File: src/rtl/pwm_aq_pkg.sv
package pwm_aq_pkg;
  typedef enum logic [1:0] {
    AQ_NONE = 2'b00,
    AQ_CLR  = 2'b01,
    AQ_SET  = 2'b10,
    AQ_TOG  = 2'b11
  } aq_act_e;

  typedef enum logic {
    LD_ZERO     = 1'b0,
    LD_ZERO_CMP = 1'b1
  } ld_sel_e;

  function automatic logic aq_apply(input aq_act_e act, input logic cur);
    case (act)
      AQ_CLR:  return 1'b0;
      AQ_SET:  return 1'b1;
      AQ_TOG:  return ~cur;
      default: return cur;
    endcase
  endfunction
endpackage

File: src/rtl/pwm_cmp_regs.sv
module pwm_cmp_regs #(
  parameter int CW = 16
) (
  input  logic          clk,
  input  logic          rst,
  input  logic          wr,
  input  logic [CW-1:0] wdata,
  input  logic          shadow_en,
  input  logic          load_evt,
  output logic [CW-1:0] active
);
  logic [CW-1:0] shadow_q;

  always_ff @(posedge clk) begin
    if (rst) begin
      shadow_q <= '0;
      active   <= '0;
    end else begin
      if (wr) shadow_q <= wdata;
      if (!shadow_en) begin
        if (wr) active <= wdata;
      end else if (load_evt) begin
        active <= shadow_q;
      end
    end
  end

  // immediate write is active next cycle
  a_r2_immediate_write: assert property (@(posedge clk) disable iff (rst)
    (!shadow_en && wr) |=> (active == $past(wdata)));
  // shadow mode holds active value between load events
  a_r3_shadow_hold: assert property (@(posedge clk) disable iff (rst)
    (shadow_en && !load_evt) |=> $stable(active));
  // load event transfers the previously held shadow value
  a_r4_shadow_load: assert property (@(posedge clk) disable iff (rst)
    (shadow_en && load_evt) |=> (active == $past(shadow_q)));
endmodule

File: src/rtl/pwm_aq_events.sv
module pwm_aq_events #(
  parameter int CW = 16
) (
  input  logic          clk,
  input  logic          rst,
  input  logic [CW-1:0] cnt,
  input  logic [CW-1:0] active,
  input  logic          cnt_zero,
  input  logic          cnt_up,
  input  logic          load_sel,
  output logic          ev_up,
  output logic          ev_dn,
  output logic          load_evt
);
  import pwm_aq_pkg::*;

  logic hit;

  always_comb begin
    hit   = (cnt == active);
    ev_up = hit && cnt_up;
    ev_dn = hit && !cnt_up;
    if (ld_sel_e'(load_sel) == LD_ZERO_CMP) load_evt = cnt_zero || ev_up;
    else                                    load_evt = cnt_zero;
  end

  // a compare match is never both directions
  a_r8_dir_exclusive: assert property (@(posedge clk) disable iff (rst)
    !(ev_up && ev_dn));
  // zero strobe always yields a load event
  a_r4_zero_loads: assert property (@(posedge clk) disable iff (rst)
    cnt_zero |-> load_evt);
endmodule

File: src/rtl/pwm_aq_output.sv
module pwm_aq_output (
  input  logic       clk,
  input  logic       rst,
  input  logic       cnt_zero,
  input  logic       ev_up,
  input  logic       ev_dn,
  input  logic [1:0] act_zero,
  input  logic [1:0] act_cmp_up,
  input  logic [1:0] act_cmp_dn,
  output logic       pwm
);
  import pwm_aq_pkg::*;

  logic pwm_nxt;

  always_comb begin
    pwm_nxt = pwm;
    if (cnt_zero)   pwm_nxt = aq_apply(aq_act_e'(act_zero), pwm);
    else if (ev_up) pwm_nxt = aq_apply(aq_act_e'(act_cmp_up), pwm);
    else if (ev_dn) pwm_nxt = aq_apply(aq_act_e'(act_cmp_dn), pwm);
  end

  always_ff @(posedge clk) begin
    if (rst) pwm <= 1'b0;
    else     pwm <= pwm_nxt;
  end

  // zero set wins regardless of compare
  a_r9_zero_set_wins: assert property (@(posedge clk) disable iff (rst)
    (cnt_zero && act_zero == 2'b10) |=> pwm);
  // toggle on zero inverts output
  a_r7_zero_toggle: assert property (@(posedge clk) disable iff (rst)
    (cnt_zero && act_zero == 2'b11) |=> (pwm != $past(pwm)));
  // no event keeps output
  a_r10_hold: assert property (@(posedge clk) disable iff (rst)
    (!cnt_zero && !ev_up && !ev_dn) |=> $stable(pwm));
  // clear code on an up match drives low
  a_r6_up_clear: assert property (@(posedge clk) disable iff (rst)
    (!cnt_zero && ev_up && act_cmp_up == 2'b01) |=> !pwm);
endmodule

File: src/rtl/pwm_cmp_aq.sv
module pwm_cmp_aq #(
  parameter int CW = 16
) (
  input  logic          clk,
  input  logic          rst,
  input  logic [CW-1:0] cnt,
  input  logic          cnt_zero,
  input  logic          cnt_up,
  input  logic          cmp_wr,
  input  logic [CW-1:0] cmp_wdata,
  input  logic          shadow_en,
  input  logic          load_sel,
  input  logic [1:0]    act_zero,
  input  logic [1:0]    act_cmp_up,
  input  logic [1:0]    act_cmp_dn,
  output logic          pwm_raw
);
  logic [CW-1:0] active;
  logic          ev_up, ev_dn, load_evt;

  pwm_cmp_regs #(.CW(CW)) u_regs (
    .clk(clk), .rst(rst), .wr(cmp_wr), .wdata(cmp_wdata),
    .shadow_en(shadow_en), .load_evt(load_evt), .active(active)
  );

  pwm_aq_events #(.CW(CW)) u_events (
    .clk(clk), .rst(rst), .cnt(cnt), .active(active),
    .cnt_zero(cnt_zero), .cnt_up(cnt_up), .load_sel(load_sel),
    .ev_up(ev_up), .ev_dn(ev_dn), .load_evt(load_evt)
  );

  pwm_aq_output u_out (
    .clk(clk), .rst(rst), .cnt_zero(cnt_zero), .ev_up(ev_up), .ev_dn(ev_dn),
    .act_zero(act_zero), .act_cmp_up(act_cmp_up), .act_cmp_dn(act_cmp_dn),
    .pwm(pwm_raw)
  );

  // output low during and right after reset
  a_r1_reset_low: assert property (@(posedge clk) rst |=> !pwm_raw);
endmodule

File: config.mk
export PLATFORM = sky130hd
export DESIGN_NAME = pwm_cmp_aq
export DESIGN_NICKNAME = d
export VERILOG_FILES = /design/src/rtl/pwm_aq_pkg.sv /design/src/rtl/pwm_cmp_regs.sv /design/src/rtl/pwm_aq_events.sv /design/src/rtl/pwm_aq_output.sv /design/src/rtl/pwm_cmp_aq.sv
export SDC_FILE = /design/constraint.sdc
export NUM_CORES = 1
export LEC_CHECK = 0
export ABC_AREA = 1
export BUFFER_PORTS_ARGS = -buffer_cell sky130_fd_sc_hd__buf_2
export CAP_MARGIN = 20
export CORE_MARGIN = 8
export CORE_UTILIZATION = 54
export CTS_CLUSTER_SIZE = 20
export DETAILED_ROUTE_END_ITERATION = 16
export GPL_TIMING_DRIVEN = 0
export PLACE_DENSITY = 0.81
export SLEW_MARGIN = 20
export SYNTH_ARGS = -nofsm -noshare
export SYNTH_HDL_FRONTEND = slang
export SYNTH_SLANG_ARGS = --single-unit
File: constraint.sdc
create_clock -name clk -period 1.65 [get_ports clk]
set_input_delay 0.2475 -clock clk [delete_from_list [all_inputs] [get_ports clk]]
set_output_delay 0.2475 -clock clk [all_outputs]
set_load 0.01 [all_outputs]
==> metrics.yaml <==
clocking:
  cts_tree: "done"
  root_buffer: "clkbuf_8"
  path_clk_slew_ns: 0.06
  cts_made_buffers: 5
  worstSkewPairLatency_ns: 0.29
  ctsHtreeMaxLevel: 2
  cts.sinks: 33
  cts_max_path_buffers: 2
logic_synthesis:
  synth_warnings: 0
  synthesis.nets: 382
  synth-edff-count: 0
  seq_area_frac_synth_pct: 32.9
  synth_cell_types: 24
  synth_top_family_by_area: "simple AND/OR/NAND/NOR gates"
  synthArstFlopShare_pct: 0
  ys.flop_type: "dfxtp_1"
  postSynthCellCount: 331
  synth-seq-cells: 33
  synth_compound_area_share_pct: 17.0
  avgSynthCellArea_um2: 6.07
  synth_xor_area_share_pct: 1.31
  syn_area_um2: 2010
  synthSimpleGateAreaFrac_pct: 30.7
  muxShareOfSynthArea_pct: 0
  synthAdderAreaFrac_pct: 3.73
pwr:
  max-vdd-ir-drop_uv: 595
  p_leak_nw: 1.27
  power_density_nw_per_um2: 754
finish:
  layout-drive-gt1-share_pct: 21.3
  final_cell_area_um2: 2480
  diodes: 0
  fillers: 335
  final_nets: 436
  final_cells: 433
  syn_to_final_growth_pct: 23.2
die:
  io_pins: 46
  core_area_um2: 3630
  die_h_um: 77.0
  start_util_pct: 55.3
  die_w_um: 77.0
  die-area_um2: 5930
  rows: 22
setup_path:
  r2r_setup_slack_ns: 0.06
  startpoint_type: "flop"
  r2r_start: "u_regs.active[11]"
  cp_top_family: "simple AND/OR/NAND/NOR gates"
  reg2reg_to: "u_regs.active[2]"
  arrival_ns: 1.80
  cpMostUsedCell: "nand2_1"
  crit_required_ns: 1.87
  r2r.worst_path.cells: 14
  slowest_stage: "dfxtp_2"
  cp-end-kind: "flop"
  cp_max_fo: 5
  max_stage_delay_ns: 0.33
  path_class: "reg -> reg"
  cp_cell_sequence: "inv_2 -> nand2_1 -> nand2_1 -> inv_1 -> nor2_1 -> nand2_1 -> nor2_2 -> nand3_2 -> nand2_2 -> nand2_4 -> nand2_4 -> buf_6 -> nand2_1 -> a21oi_1"
  cp_num_buf_inv: 3
worst_hold_path:
  worstHoldEndpoint: "u_regs.shadow_q[11]"
  hp-class: "in -> reg"
  hold_start: "cmp_wdata[11]"
  worstHoldPathCells: 3
grt:
  grt_usage_pct: 15.8
  antenna_found_initial: 0
  grt_start_max_net_pins: 11
  grt_pass1_wl_um: 7910
  grt_pass1_vias: 1923
  grt_overflow: 0
placed_design:
  gp_congestion: 0.820
  io_buffers: 43
  place_inst: 422
  dp_worst_setup_slack_ns: 0.0538
  place_area_um2: 2290
  dp_hpwl_um: 3510
route:
  drc: 0
  routed_wl_um: 4710
  vias: 2098
  drt_iter0_drc: 99
  dr.pass1.iters: 4
  wire_per_inst_um: 10.9
  vias_per_cell: 4.85
  ant_nets: 0
timing:
  finClkSkew_ns: 0.00400
  fmax_ghz: 0.630
  worst_pin_slew_ns: 0.519
  relSlewSlack_pct: 65.4
  rsz0062_at_grt: "true"
  finalHoldViolCount: 0
  min_period_ns: 1.59
  fin_ws_ns: 0.0619
  setup_viol: 0
  min_period_over_period_pct: 96.3
  drv_slew: 0
outcome:
  status: "complete, no violations"
flow_run:
  maxCapViolCount: 0
-- routing by layer --
layer	GRT usage [%]	wire length, um	up-vias	share of wire, %
li1	-	-	1133	-
met5	0	0	-	0
met3	4.31	258	5	5.5
met1	17.9	2140	917	45
met4	7.92	55	0	1.2
met2	26.5	2260	43	48
-- power by group --
group	switching, mW	leakage, nW	internal, mW
clock network	0.271	0.0443	0.330
registers	0.0320	0.275	0.851
logic	0.219	0.948	0.164
-- worst max-delay path by stage --
| stage | startpoint | end | slack [ns] | cells past startpoint |
|---|---|---|---|---|
| final | u_regs.active[11] | u_regs.active[2] | 0.06 | 14 |
| after global routing | u_regs.active[2] | u_regs.active[5] | -0.04 | 13 |
| after CTS | u_regs.active[6] | u_regs.active[11] | 0.04 | 13 |
| after global placement | u_regs.active[7] | u_regs.active[13] | 0.08 | 13 |
| after detailed placement | u_regs.active[6] | u_regs.active[11] | 0.05 | 13 |
| after floorplan | u_regs.active[7] | u_regs.active[13] | 0.23 | 12 |
-- placed cells by master, fill, tap and decap left out, types with 4 or more instances in the layout --
master,Yosys,routed
a21oi_1,32,26
a21oi_2,1,7
buf_2,1,43
clkbuf_1,10,11
clkbuf_8,0,6
dfxtp_1,33,26
dfxtp_2,0,7
ha_1,6,6
inv_1,60,59
nand2_1,98,94
nand2_2,1,4
nand3_1,21,21
nor2_1,21,19
o21ai_0,32,32
-- layout make-up --
class | count | area [um2] | area share [%]
well taps | 48 | 60.1 | 2.42
inverters | 61 | 229 | 9.24
clock buffers | 7 | 86.3 | 3.48
repair buffers | 47 | 267 | 10.8
multi-input cells | 224 | 1100 | 44.5
flip-flops and latches | 33 | 669 | 27.0
plain buffers | 13 | 63.8 | 2.58
-- flip-flops by register name, summed over array words and instances (netlist names) --
name	cells
u_regs.active	16
u_regs.shadow_q	16
u_out.pwm	1
-- kinds of logic (layout without fill, tap and decap cells) --
logic type,after synthesis,count (layout)
flip-flops,33,33
AO/OA/AOI/OAI,67,67
AND/OR/NAND/NOR,148,148
XOR/XNOR,3,3
adder cells (fa/ha/maj),6,6
buffers and inverters,74,128
-- stage by stage --
step / hold WS, ns / TNS [ns] / total power, mW / utilization [%]
after floorplan: 0.391 / 0 / 1.13 / -
after global placement: 0.485 / 0 / 1.23 / 62.9
after detailed placement: 0.491 / 0 / 1.25 / 62.9
after CTS: 0.208 / 0 / 1.85 / 65.3
after global routing: 0.222 / -0.467 / 1.98 / 68.2
final: 0.215 / 0 / 1.87 / 68.2
-- worst min-delay path: cells and delay by family --
family          cells  cell delay, ns
buf+inv             2            0.14
compound gates      1            0.06
-- repair_timing --
action                     CTS  global route
setup endpoints to repair    0            17
setup buffers                0             3
resized for setup            0            24
hold buffers                 0             0
-- Yosys cell counts (2+ instances only) --
cell type   n  area (um2)
nor2_1     21        78.8
ha_1        6        75.1
nand2_4     2        22.5
o21ai_0    32         160
nand4_1     2        12.5
xnor2_1     2        17.5
nand3_1    21         105
inv_1      60         225
dfxtp_1    33         661
clkbuf_1   10        37.5
a21oi_1    32         160
nand2_1    98         368
Power figures use the tool's default switching activity.
